[src/rtl/dacfe_pkg.sv]
package dacfe_pkg;
    localparam int CMD_W = 3;

    typedef enum logic [CMD_W-1:0] {
        CMD_NOP       = 3'b000,
        CMD_LOAD_IN   = 3'b001,
        CMD_LOAD_BOTH = 3'b010,
        CMD_UPDATE    = 3'b011,
        CMD_UPO_LO    = 3'b100,
        CMD_SHDN      = 3'b101,
        CMD_UPO_HI    = 3'b110,
        CMD_MODE      = 3'b111
    } cmd_e;

    typedef enum logic [1:0] {
        RX_IDLE,
        RX_SHIFT,
        RX_EXEC
    } rx_state_e;
endpackage

[src/rtl/dacfe_sync.sv]
module dacfe_sync #(
    parameter int               WIDTH     = 1,
    parameter int               STAGES    = 2,
    parameter logic [WIDTH-1:0] RESET_VAL = '0
) (
    input  logic             clk,
    input  logic             rst_n,
    input  logic [WIDTH-1:0] d,
    output logic [WIDTH-1:0] q
);
    logic [WIDTH-1:0] chain [STAGES];

    for (genvar s = 0; s < STAGES; s++) begin : g_stage
        always_ff @(posedge clk) begin
            if (!rst_n) chain[s] <= RESET_VAL;
            else if (s == 0) chain[s] <= d;
            else chain[s] <= chain[(s == 0) ? 0 : s-1];
        end
    end

    assign q = chain[STAGES-1];
endmodule

[src/rtl/dacfe_frame_rx.sv]
module dacfe_frame_rx
    import dacfe_pkg::*;
#(
    parameter int WORD_W = 16
) (
    input  logic              clk,
    input  logic              rst_n,
    input  logic              cs_n_s,
    input  logic              sclk_s,
    input  logic              din_s,
    input  logic              mode_rise,
    output logic              dout,
    output logic              word_valid,
    output logic [WORD_W-1:0] word
);
    localparam int CNT_MAX = WORD_W + 1;
    localparam int CNT_W   = $clog2(CNT_MAX + 1);

    rx_state_e         state_q, state_d;
    logic [WORD_W-1:0] sr_q;
    logic [CNT_W-1:0]  cnt_q;
    logic              sclk_prev, dout_fall_q;
    logic              sclk_rise, sclk_fall;

    assign sclk_rise = sclk_s & ~sclk_prev;
    assign sclk_fall = ~sclk_s & sclk_prev;

    // state register
    always_ff @(posedge clk) begin
        if (!rst_n) state_q <= RX_IDLE;
        else        state_q <= state_d;
    end

    // transitions
    always_comb begin
        state_d = state_q;
        unique case (state_q)
            RX_IDLE:  if (!cs_n_s) state_d = RX_SHIFT;
            RX_SHIFT: if (cs_n_s)
                          state_d = (cnt_q == CNT_W'(WORD_W)) ? RX_EXEC : RX_IDLE;
            RX_EXEC:  state_d = RX_IDLE;
            default:  state_d = RX_IDLE;
        endcase
    end

    // outputs of the state machine
    always_comb begin
        word_valid = (state_q == RX_EXEC);
        word       = sr_q;
        dout       = mode_rise ? sr_q[WORD_W-1] : dout_fall_q;
    end

    always_ff @(posedge clk) begin
        if (!rst_n) begin
            sr_q        <= '0;
            cnt_q       <= '0;
            sclk_prev   <= 1'b0;
            dout_fall_q <= 1'b0;
        end else begin
            sclk_prev <= sclk_s;
            if (state_q == RX_IDLE) cnt_q <= '0;
            if (state_q == RX_SHIFT && sclk_rise) begin
                sr_q <= {sr_q[WORD_W-2:0], din_s};
                if (cnt_q != CNT_W'(CNT_MAX)) cnt_q <= cnt_q + 1'b1;
            end
            if (sclk_fall) dout_fall_q <= sr_q[WORD_W-1];
        end
    end

    a_r1_count_bound: assert property (@(posedge clk) disable iff (!rst_n)
        cnt_q <= CNT_W'(CNT_MAX));
    a_r1_valid_single: assert property (@(posedge clk) disable iff (!rst_n)
        word_valid |=> !word_valid);
    a_r1_valid_after_select: assert property (@(posedge clk) disable iff (!rst_n)
        word_valid |-> $past(cs_n_s));
endmodule

[src/rtl/dacfe_ctrl.sv]
module dacfe_ctrl
    import dacfe_pkg::*;
#(
    parameter int DATA_W = 13
) (
    input  logic              clk,
    input  logic              rst_n,
    input  logic              word_valid,
    input  cmd_e              cmd,
    input  logic [DATA_W-1:0] data,
    input  logic              pd_s,
    input  logic              pdl_s,
    output logic [DATA_W-1:0] dac_code,
    output logic              shutdown,
    output logic              user_out,
    output logic              mode_rise
);
    logic [DATA_W-1:0] in_q, in_d, dac_q, dac_d;
    logic              sd_q, sd_d, upo_q, upo_d, mode_q, mode_d;
    logic              wake, sleep_cmd;

    always_comb begin
        in_d      = in_q;
        dac_d     = dac_q;
        upo_d     = upo_q;
        mode_d    = mode_q;
        wake      = 1'b0;
        sleep_cmd = 1'b0;
        if (word_valid) begin
            unique case (cmd)
                CMD_NOP:       ;
                CMD_LOAD_IN:   in_d = data;
                CMD_LOAD_BOTH: begin in_d = data; dac_d = data; wake = 1'b1; end
                CMD_UPDATE:    begin dac_d = in_q; wake = 1'b1; end
                CMD_UPO_LO:    upo_d = 1'b0;
                CMD_SHDN:      sleep_cmd = 1'b1;
                CMD_UPO_HI:    upo_d = 1'b1;
                CMD_MODE: begin
                    if (data[DATA_W-1])       mode_d = 1'b1;
                    else if (!data[DATA_W-2]) mode_d = 1'b0;
                end
                default: ;
            endcase
        end
        // lockout low dominates, then entry, then exit
        if (!pdl_s)                 sd_d = 1'b0;
        else if (pd_s || sleep_cmd) sd_d = 1'b1;
        else if (wake)              sd_d = 1'b0;
        else                        sd_d = sd_q;
    end

    always_ff @(posedge clk) begin
        if (!rst_n) begin
            in_q   <= '0;
            dac_q  <= '0;
            sd_q   <= 1'b0;
            upo_q  <= 1'b0;
            mode_q <= 1'b0;
        end else begin
            in_q   <= in_d;
            dac_q  <= dac_d;
            sd_q   <= sd_d;
            upo_q  <= upo_d;
            mode_q <= mode_d;
        end
    end

    assign dac_code  = dac_q;
    assign shutdown  = sd_q;
    assign user_out  = upo_q;
    assign mode_rise = mode_q;

    a_r2_dac_hold: assert property (@(posedge clk) disable iff (!rst_n)
        !(word_valid && (cmd == CMD_LOAD_BOTH || cmd == CMD_UPDATE)) |=> $stable(dac_q));
    a_r7_lockout: assert property (@(posedge clk) disable iff (!rst_n)
        !pdl_s |=> !sd_q);
    a_r6_pin_entry: assert property (@(posedge clk) disable iff (!rst_n)
        (pd_s && pdl_s) |=> sd_q);
    a_r5_upo_high: assert property (@(posedge clk) disable iff (!rst_n)
        (word_valid && cmd == CMD_UPO_HI) |=> upo_q);
endmodule

[src/rtl/dac_serial_front.sv]
module dac_serial_front
    import dacfe_pkg::*;
#(
    parameter int DATA_W      = 13,
    parameter int SYNC_STAGES = 2
) (
    input  logic              clk,
    input  logic              rst_n,
    input  logic              cs_n,
    input  logic              sclk,
    input  logic              din,
    input  logic              pd,
    input  logic              pdl,
    output logic              dout,
    output logic [DATA_W-1:0] dac_code,
    output logic              shutdown,
    output logic              user_out,
    output logic              dout_on_rise
);
    localparam int WORD_W = CMD_W + DATA_W;

    logic [4:0]        pins_s;
    logic              word_valid, mode_rise;
    logic [WORD_W-1:0] word;

    dacfe_sync #(
        .WIDTH(5), .STAGES(SYNC_STAGES), .RESET_VAL(5'b10000)
    ) u_sync (
        .clk(clk), .rst_n(rst_n),
        .d({cs_n, sclk, din, pd, pdl}),
        .q(pins_s)
    );

    dacfe_frame_rx #(.WORD_W(WORD_W)) u_rx (
        .clk(clk), .rst_n(rst_n),
        .cs_n_s(pins_s[4]), .sclk_s(pins_s[3]), .din_s(pins_s[2]),
        .mode_rise(mode_rise),
        .dout(dout), .word_valid(word_valid), .word(word)
    );

    dacfe_ctrl #(.DATA_W(DATA_W)) u_ctrl (
        .clk(clk), .rst_n(rst_n),
        .word_valid(word_valid),
        .cmd(cmd_e'(word[WORD_W-1 -: CMD_W])),
        .data(word[DATA_W-1:0]),
        .pd_s(pins_s[1]), .pdl_s(pins_s[0]),
        .dac_code(dac_code), .shutdown(shutdown),
        .user_out(user_out), .mode_rise(mode_rise)
    );

    assign dout_on_rise = mode_rise;
endmodule

[config.mk]
export PLATFORM = sky130hd
export DESIGN_NAME = dac_serial_front
export DESIGN_NICKNAME = d
export VERILOG_FILES = /design/src/rtl/dacfe_pkg.sv /design/src/rtl/dacfe_sync.sv /design/src/rtl/dacfe_frame_rx.sv /design/src/rtl/dacfe_ctrl.sv /design/src/rtl/dac_serial_front.sv
export SDC_FILE = /design/constraint.sdc
export NUM_CORES = 1
export LEC_CHECK = 0
export ABC_AREA = 1
export BUFFER_PORTS_ARGS = -buffer_cell sky130_fd_sc_hd__buf_4
export CAP_MARGIN = 25
export CORE_MARGIN = 2
export CORE_UTILIZATION = 50
export DETAILED_ROUTE_END_ITERATION = 10
export GPL_TIMING_DRIVEN = 0
export PLACE_DENSITY_LB_ADDON = 0.05
export SLEW_MARGIN = 10
export SYNTH_ARGS = -nofsm -noshare
export SYNTH_HDL_FRONTEND = slang
export SYNTH_SLANG_ARGS = --single-unit
[constraint.sdc]
create_clock -name clk -period 1.17 [get_ports clk]
set_input_delay 0.0585 -clock clk [delete_from_list [all_inputs] [get_ports clk]]
set_output_delay 0.0585 -clock clk [all_outputs]
set_load 0.005 [all_outputs]
==> summary.md, run 1 <==
| Metric | Value |
|---|---|
| Area contributors post-synth | dfxtp_1 49%, nor2_1 11%, nand2_1 8.8%, inv_1 6.7%, a21oi_1 4.7% |
| Netlist Area Pre-Place | 0.00264 mm² |
| Failing checks | negative setup slack |
| Post-route ant nets | 0 |
| Die Span X | 76.7 µm |
| Diodes inserted | 0 |
| # setup viols final | 14 |
| CP Launch Type | flip-flop |
| RSZ-0062 raised after global routing | true |
| Distinct cells, synth | 22 |
| # port buffers | 22 |
| VDD IR-drop max | 0.00109 V |
| Status | finished, violations left |
| Fin crit share | 103% |
| Post-synth EDFFs | 0 |
| Syn nets | 380 |
| Layout cells sized above 1 | 26.1% |
| Top delay family on crit path | simple AND/OR/NAND/NOR gates |
| Fin worst setup slack | -0.0371 ns |
| Via count | 2,386 |
| DR WL/cell | 12.0 µm |
| Largest net degree at the start of global routing | 14 |
| Root Buffer Master | clkbuf_8 |
| P_leak | 1.43 nW |
| Max-Cap Viols | 0 |
| Worst stage delay on the critical path | 0.38 ns |
| Post-synth ARST share | 0% |
| Critical path class | flip-flop to flip-flop |
| CP Data Required Time | 1.39 ns |
| Die Ht | 76.7 µm |
| Clock Latency Late Sink | 0.33 ns |
| Num Clock Sinks | 64 |
| Post-synthesis sequential area ratio | 48.5% |
| Crit path top cell by count | nor2_1 |
| DRC Markers | 0 |
| Final Hold Vio Count | 0 |
| Max clock buf depth | 2 |
| Fillers | 458 |
| Synth warnings | 0 |
| Hold Crit Class | primary input to flip-flop |
| Setup crit end kind | flip-flop |
| GRT overflow | 0 |
| Pre-Repair DR Iteration Count | 4 |
| Slew Viols, Final | 0 |
| Routed wire length | 5940 µm |
| Worst path cell trace | nand2_2 -> nor2_4 -> buf_6 -> o21ai_1 -> nor2_1 -> nor2_1 |
| Crit path time final | 1.21 ns |
| Max Freq | 0.828 GHz |
| Yosys reg bits | 64 |
| Primary FF master, synth | dfxtp_1 |
| Ports | 24 |
| Slew @ Worst Pin | 0.572 ns |
| Relative slew slack | 61.9% |
| Final net count | 431 |
| CTS tree | built |
| Final cell count without fillers | 496 |
| Post-Place Cells | 462 |
| First-pass GRT wire length | 9940 µm |
| Crit path max-delay cell type | dfxtp_4 |
| Die Area | 0.00588 mm² |
| Area grow syn2layout | 30.6% |
| Placer Congestion | 0.837 |
| Core footprint | 0.00511 mm² |
| Site Rows | 26 |
| Overall Global Routing Usage | 21.3% |
| CP bufs+invs | 1 |
| Initial antenna violation count | 0 |
| Final clock skew | 0.00794 ns |
| Total chip power | 0.00443 W |
| Detailed Place HPWL | 3800 µm |
| Vias in the first global route | 2,168 |
| Crit path arrival time | 1.43 ns |
| Synth area leader | dfxtp_1 |
| Vias per std cell | 4.81 |
| Initial Util | 51.7% |
| Clock slew at reported path FFs | 0.07 ns |
| Htree depth | 3 |
| DR iter-0 viols | 128 |
| Total CTS buffers | 9 |
| Share of the synthesized area in the top cell type | 48.5% |
| Pwr dens | 1280 mW/mm² |
| Mapped Cells | 370 |
| CP max FO | 10 |
| Syn avg cell area | 7.14 µm² |
[what timing repair did]
item / in CTS / in global routing
gates cloned: 2 / 1
gates resized for setup: 26 / 44
pin swaps: 4 / 12
hold endpoints to repair: 5 / 0
buffers inserted: 9 / 2
endpoints found under the setup margin: 43 / 45
hold buffers: 5 / 0
[state kept, by name, summed over array words and instances, names as in the netlist]
signal            cells
u_rx.cnt_q            5
u_rx.word            16
u_ctrl.in_q          13
u_rx.sclk_prev        1
u_ctrl.mode_rise      1
u_sync.chain         10
u_ctrl.user_out       1
u_rx.state_q          2
u_ctrl.dac_code      13
u_rx.dout_fall_q      1
u_ctrl.shutdown       1
[synthesized netlist by cell type (3+ instances only)]
| cell type | instances |
|---|---|
| ha_1 | 3 |
| nand2_2 | 3 |
| inv_1 | 47 |
| a21oi_1 | 25 |
| nor2_1 | 80 |
| o21ai_0 | 21 |
| buf_2 | 6 |
| clkbuf_1 | 4 |
| inv_2 | 5 |
| nand2_1 | 62 |
| o21ai_1 | 24 |
| dfxtp_1 | 64 |
| nand3_1 | 10 |
| nor2_4 | 4 |
| or2_2 | 3 |
[worst min-delay path, cell delays in order]
cell and delay, ns:
buf_2 0.16, o21ai_0 0.09, a21oi_1 0.04
[per-layer routing]
layer | track usage [%] | part of all wire, %
met5 | 0 | 0
met3 | 4.24 | 3.2
met4 | 10.2 | 1.1
met1 | 27.9 | 48
met2 | 33.7 | 48
[power by group]
part / leakage (nW) / switching, W / internal [W] / total [W]
clock network: 0.106 / 0.000833 / 0.00125 / 0.00209
logic: 0.805 / 0.0000822 / 0.0000581 / 0.000140
registers: 0.523 / 0.0000107 / 0.00219 / 0.00220
[layout by cell type (no fill, tap or decap), types with 3 or more instances in the layout]
cell type and instances:
o21ai_0 15, nor2_4 5, dfxtp_4 5, o21ai_1 26, dfxtp_1 56, inv_2 3
nand2_2 17, clkbuf_8 10, dfxtp_2 3, buf_4 30, a21oi_1 23, buf_6 11
inv_4 4, o21ai_2 4, clkbuf_1 5, dlygate4sd3_1 5, nand3_1 10, nand2_1 46
inv_1 45, or2_2 3, nor2_1 77
[kinds of logic after synthesis]
group	Yosys count	share of synthesized area [%]
flip-flops	64	48.5
AND/OR/NAND/NOR	165	25.9
adder cells (fa/ha/maj)	3	1.42
AO/OA/AOI/OAI	71	13.5
buffers and inverters	67	10.7
[worst paths after layout]
check,depth (start not counted),to,startpoint,slack [ns]
worst max-delay path,6,u_ctrl.dac_code[5],u_rx.word[14],-0.04
worst min-delay path,3,u_rx.word[12],rst_n,0.06
worst max register to register,6,u_ctrl.dac_code[5],u_rx.word[14],-0.04
worst min register to register,2,u_sync.chain[1][3],u_sync.chain[0][3],0.41
[final cells by class]
cell class,instances,area (µm²),area share [%]
timing repair buffer,41,345,10.0
sequential,64,1300,37.8
buffer,14,110,3.19
clock buffer,11,141,4.10
tap,70,87.6,2.54
multi-input combinational,239,1170,34.1
inverter,52,205,5.95
clock inverter,5,80.1,2.32
[metrics by stage]
step | TNS, ns | instance area, µm² | util [%] | hold slack, ns | setup slack [ns]
after floorplan | 0 | 2640 | - | 0.156 | 0.0329
after global placement | -3.75 | 2890 | 56.6 | 0.239 | -0.233
after detailed placement | -4.35 | 2890 | 56.6 | 0.244 | -0.228
after CTS | -0.0579 | 3300 | 64.7 | 0.0465 | -0.0169
after global routing | -2.24 | 3450 | 67.5 | 0.0867 | -0.0996
final | -0.161 | 3450 | 67.5 | 0.0552 | -0.0371
No activity file was read; power rests on OpenSTA's default activity.
==> inputs of run 2 (changes only) <==
Settings changed: PLACE_DENSITY set to 0.77, PLACE_DENSITY_LB_ADDON 0.05 to not set.
==> run 2 against run 1 <==
The run still ends with negative setup slack left; sequential share of layout area rose by 0.46 points; global-route usage fell by 0.63 points; clock power fell by 25%; worst setup slack got worse by 0.033 ns; critical path depth rose by 2; clock skew rose by 0.0036 ns; flip-flop and latch count did not move; largest cell class unchanged.
==> summary.md, run 2 (synthesis gave the netlist of run 1 again) <==
| Metric | Value |
|---|---|
| Hold Crit Class | primary input to flip-flop |
| Initial antenna violation count | 0 |
| Diodes inserted | 0 |
| Total CTS buffers | 9 |
| CP Launch Type | flip-flop |
| Final Hold Vio Count | 0 |
| Core footprint | 0.00511 mm² |
| Crit path time final | 1.24 ns |
| Routed wire length | 6030 µm |
| Pint | 0.00305 W |
| RSZ-0062 raised after global routing | true |
| P_leak | 1.43 nW |
| Die Area | 0.00588 mm² |
| Largest net degree at the start of global routing | 14 |
| Total chip power | 0.00391 W |
| # port buffers | 22 |
| Switching pwr | 0.000852 W |
| Max clock buf depth | 2 |
| Final cell count without fillers | 496 |
| Area grow syn2layout | 29.1% |
| Comb power frac | 3.7% |
| Via count | 2,428 |
| Failing checks | negative setup slack |
| Vias per std cell | 4.90 |
| Die Ht | 76.7 µm |
| Relative slew slack | 65.6% |
| Commonest non-fill, non-tap cell in the layout | nor2_1 |
| Root Buffer Master | clkbuf_8 |
| Ports | 24 |
| Clock power share | 39.9% |
| Slew @ Worst Pin | 0.517 ns |
| GRT overflow | 0 |
| VDD IR-drop max | 0.000671 V |
| Initial Util | 51.7% |
| Post-Place Cells | 462 |
| DRC Markers | 0 |
| Dpl ws | -0.178 ns |
| CTS tree | built |
| Status | finished, violations left |
| Max reg flops | 16 |
| Max-Cap Viols | 0 |
| DR iter-0 viols | 90 |
| Pre-Repair DR Iteration Count | 4 |
| Pwr dens | 1150 mW/mm² |
| Fin crit share | 106% |
| WHS | 0.0437 ns |
| Fin worst setup slack | -0.0703 ns |
| Commonest non-fill, non-tap cells in the layout | 78 x nor2_1, 56 x dfxtp_1, 48 x nand2_1 |
| Htree depth | 3 |
| Switching power share of the total | 21.8% |
| Post-route ant nets | 0 |
| Slew Viols, Final | 0 |
| Sequential power share | 56.4% |
| DR WL/cell | 12.1 µm |
| Max Freq | 0.806 GHz |
| CP Data Required Time | 1.40 ns |
| Final net count | 433 |
| Placer Congestion | 0.857 |
| Clock Latency Late Sink | 0.34 ns |
| Vias in the first global route | 2,248 |
| Layout cells sized above 1 | 25.8% |
| First-pass GRT wire length | 9650 µm |
| Detailed Place HPWL | 3700 µm |
| Num Clock Sinks | 64 |
| # setup viols final | 22 |
| Crit path arrival time | 1.47 ns |
| Post-DP Area | 0.00289 mm² |
| Critical path class | flip-flop to flip-flop |
| Design area | 0.00341 mm² |
| Final clock skew | 0.0115 ns |
| Setup crit end kind | flip-flop |
| Overall Global Routing Usage | 20.7% |
| Site Rows | 26 |
| Clock slew at reported path FFs | 0.06 ns |
| CP max FO | 6 |
| Die Span X | 76.7 µm |
## run 2: cell types whose count changed in the layout (fill, tap and decap cells not counted), sizes merged
cell,delta
bufinv,-2
buf,+3
clkinvlp,-2
clkbuf,+1
## run 2: worst max-delay path: stages, from the launching register on
cell,delay (ns)
dfxtp_4,0.39
inv_4,0.05
nor2_4,0.09
nand2_2,0.07
nor2_4,0.19
buf_6,0.15
nand2_1,0.07
nand2_1,0.06
nor2_1,0.05
## run 2: layout make-up
| class | count | area (µm²) |
|---|---|---|
| plain buffers | 14 | 108 |
| clock buffers | 13 | 149 |
| clock inverters | 1 | 5.00 |
| fillers | 427 | 1700 |
| inverters | 52 | 203 |
| multi-input cells | 239 | 1180 |
| flip-flops and latches | 64 | 1300 |
| well taps | 70 | 87.6 |
| repair buffers | 43 | 373 |
## run 2: worst paths after layout
check / from / end / slack, ns / cells after the start
max reg2reg: u_rx.state_q[1] / u_ctrl.in_q[2] / -0.07 / 8
min reg2reg: u_sync.chain[0][2] / u_sync.chain[1][2] / 0.41 / 2
min: rst_n / u_rx.word[15] / 0.04 / 3
max: u_rx.state_q[1] / u_ctrl.in_q[2] / -0.07 / 8
## run 2: stage by stage
step,setup TNS (ns),util [%]
finish,-0.654,66.7
global route,-2.77,66.7
CTS,-0.0977,63.9
detailed placement,-3.23,56.6
global placement,-2.69,56.6
floorplan,0,-
## run 2: power groups by stage
stage                     registers [W]  logic [W]  clock network, W
after floorplan                 0.00226  0.0000792                 0
after global placement          0.00226   0.000112                 0
after detailed placement        0.00226   0.000115                 0
after CTS                       0.00221   0.000131           0.00159
after global routing            0.00221   0.000162           0.00168
final                           0.00220   0.000143           0.00156
## run 2: per-layer routing
layer	global-route usage (%)	part of all wire [%]
met4	10.5	1.1
met2	34.2	49
met5	0	0
met3	4.82	5.4
met1	25.1	45
## run 2: timing repair
item / in CTS / in global routing
buffers inserted: 8 / 5
pin swaps: 7 / 7
hold buffers: 5 / 0
hold endpoints to repair: 5 / 0
gates cloned: 2 / 1
setup endpoints to repair: 43 / 47
gates resized for setup: 30 / 37
==> inputs of run 3 (changes only) <==
--- a/constraint.sdc
+++ b/constraint.sdc
@@ -3,2 +3,2 @@
 set_output_delay 0.0585 -clock clk [all_outputs]
-set_load 0.005 [all_outputs]
+set_load 0.1 [all_outputs]
==> run 3 against run 2 <==
The flow still finishes with violations (negative setup slack); utilization increased by 2.5 points; die area unchanged; clock-buffer cell count unchanged; first-iteration DRC count increased by 80%; via count increased by 1.8%; combinational power increased by 14%; routed wire length increased by 1.5%; critical path type unchanged.
==> summary.md, run 3 (synthesis gave the netlist of run 1 again) <==
| Metric | Value |
|---|---|
| Final clock skew | 0.00721 ns |
| Worst stage delay on the critical path | 0.37 ns |
| Initial Util | 51.7% |
| Critical path class | flip-flop to flip-flop |
| RSZ-0062 raised after global routing | true |
| Detailed Place HPWL | 3710 µm |
| Total negative slack | -1.18 ns |
| Relative slew slack | 64.3% |
| GRT overflow | 0 |
| Largest net degree at the start of global routing | 14 |
| P_leak | 1.49 nW |
| Fin worst setup slack | -0.0620 ns |
| R2r endpoint | u_rx.word[2] |
| R2r startpoint | u_rx.state_q[1] |
| Pre-Repair DR Iteration Count | 5 |
| Crit path time final | 1.23 ns |
| Final Hold Vio Count | 0 |
| Hold_sp | rst_n |
| Placer Congestion | 0.840 |
| Max-Cap Viols | 0 |
| CP max FO | 7 |
| Area grow syn2layout | 33.9% |
| CP Launch Type | flip-flop |
| Htree depth | 3 |
| Initial antenna violation count | 0 |
| First-pass GRT wire length | 9890 µm |
| Hold depth | 3 |
| Commonest non-fill, non-tap cells in the layout | 76 x nor2_1, 53 x nand2_1, 45 x inv_1 |
| Site Rows | 26 |
| Clock slew at reported path FFs | 0.07 ns |
| Fin util | 69.2% |
| Pint | 0.00335 W |
| Routed wire length | 6120 µm |
| Root Buffer Master | clkbuf_8 |
| Top delay family on crit path | flip-flops |
| Switching power share of the total | 21.6% |
| Worst Reg-to-Reg Cells | 6 |
| Die Span X | 76.7 µm |
| CTS tree | built |
| Vias in the first global route | 2,213 |
| Slew @ Worst Pin | 0.536 ns |
| # port buffers | 22 |
| Final net count | 435 |
| Layout cells sized above 1 | 30.9% |
| Max Freq | 0.812 GHz |
| Clock Latency Late Sink | 0.34 ns |
| Failing checks | negative setup slack |
| Die Ht | 76.7 µm |
| Total CTS buffers | 9 |
| Setup crit end kind | flip-flop |
| Comb power frac | 3.8% |
| CP Data Required Time | 1.40 ns |
| Switching pwr | 0.000921 W |
| Diodes inserted | 0 |
| Overall Global Routing Usage | 21.5% |
| Crit path max-delay cell type | dfxtp_4 |
| Vias per std cell | 4.94 |
| Hold endpoint | u_rx.word[13] |
| DR WL/cell | 12.2 µm |
| Crit path arrival time | 1.46 ns |
| WHS | 0.0252 ns |
| Max reg flops | 16 |
| Commonest non-fill, non-tap cell in the layout | nor2_1 |
| Max clock buf depth | 2 |
| Num Clock Sinks | 64 |
| CP bufs+invs | 2 |
| Reg2reg setup slack | -0.06 ns |
| Pwr dens | 1210 mW/mm² |
| Slew Viols, Final | 0 |
| Hold Crit Class | primary input to flip-flop |
| Total chip power | 0.00427 W |
| Core footprint | 0.00511 mm² |
| Post-Place Cells | 462 |
| Sequential power share | 51.6% |
| # setup viols final | 38 |
| Via count | 2,472 |
| Worst path cell trace | buf_4 -> nor2_2 -> nand2_4 -> buf_2 -> o21ai_1 -> a21oi_1 |
| Clock power share | 44.6% |
| VDD IR-drop max | 0.000913 V |
| DR iter-0 viols | 162 |
| Post-route ant nets | 0 |
| Die Area | 0.00588 mm² |
| Status | finished, violations left |
| Final cell count without fillers | 500 |
| Ports | 24 |
| Fin crit share | 105% |
| DRC Markers | 0 |
run 3: changes by cell type in the layout (fill, tap and decap cells not counted), moves of 2 or more:
cell,change
dfxtp_1,-14
nor2_1,-2
o21ai_0,-7
nand2_2,-5
nand2_1,+5
nor2_2,+2
dfxtp_2,+13
inv_2,-2
a21oi_1,-2
o21ai_2,+7
run 3: per-stage QoR:
stage | setup WS, ns | area [µm²]
2_1_floorplan | -0.108 | 2670
3_3_place_gp | -0.211 | 2930
3_5_place_dp | -0.210 | 2930
4_1_cts | -0.0527 | 3370
5_1_grt | -0.134 | 3530
6_report | -0.0620 | 3530
run 3: worst min-delay path, cell delays in order:
cell     delay (ns)
buf_2          0.16
o21ai_2        0.08
a21oi_1        0.04
run 3: worst max-delay path by stage:
stage | startpoint | endpoint | slack [ns] | cells past startpoint
3_5_place_dp | u_rx.word[15] | u_ctrl.dac_code[12] | -0.21 | 7
6_report | u_rx.state_q[1] | u_rx.word[2] | -0.06 | 6
5_1_grt | u_rx.word[14] | u_ctrl.in_q[9] | -0.13 | 8
2_1_floorplan | u_ctrl.mode_rise | dout | -0.11 | 2
4_1_cts | u_rx.state_q[1] | u_ctrl.in_q[8] | -0.05 | 8
3_3_place_gp | u_rx.word[15] | u_ctrl.dac_code[12] | -0.21 | 7
run 3: what timing repair did:
action	CTS	global route
resized for setup	35	50
endpoints found under the setup margin	43	48
buffers inserted	9	4
hold endpoints to repair	5	0
cloned	3	2
pin swaps	4	18
hold buffers	5	0
run 3: per-layer routing:
metal,track usage [%],up-vias,share of wire (%)
met2,32.3,71,48
met1,27.2,1124,44
li1,-,1263,-
met3,6.35,14,6.0
met5,0,-,0
met4,13.1,0,2.2
run 3: final cells by class:
cell class,count,area [µm²]
fillers,387,1570
flip-flops and latches,64,1320
multi-input cells,239,1210
repair buffers,45,393
inverters,52,208
clock buffers,13,159
plain buffers,14,114
well taps,70,87.6
clock inverters,3,40.0
run 3: power groups by stage:
stage / sequential, W / combinational [W] / clock [W]
after floorplan: 0.00226 / 0.0000886 / 0
after global placement: 0.00226 / 0.000125 / 0
after detailed placement: 0.00226 / 0.000128 / 0
after CTS: 0.00221 / 0.000148 / 0.00194
after global routing: 0.00220 / 0.000181 / 0.00204
final: 0.00220 / 0.000163 / 0.00191
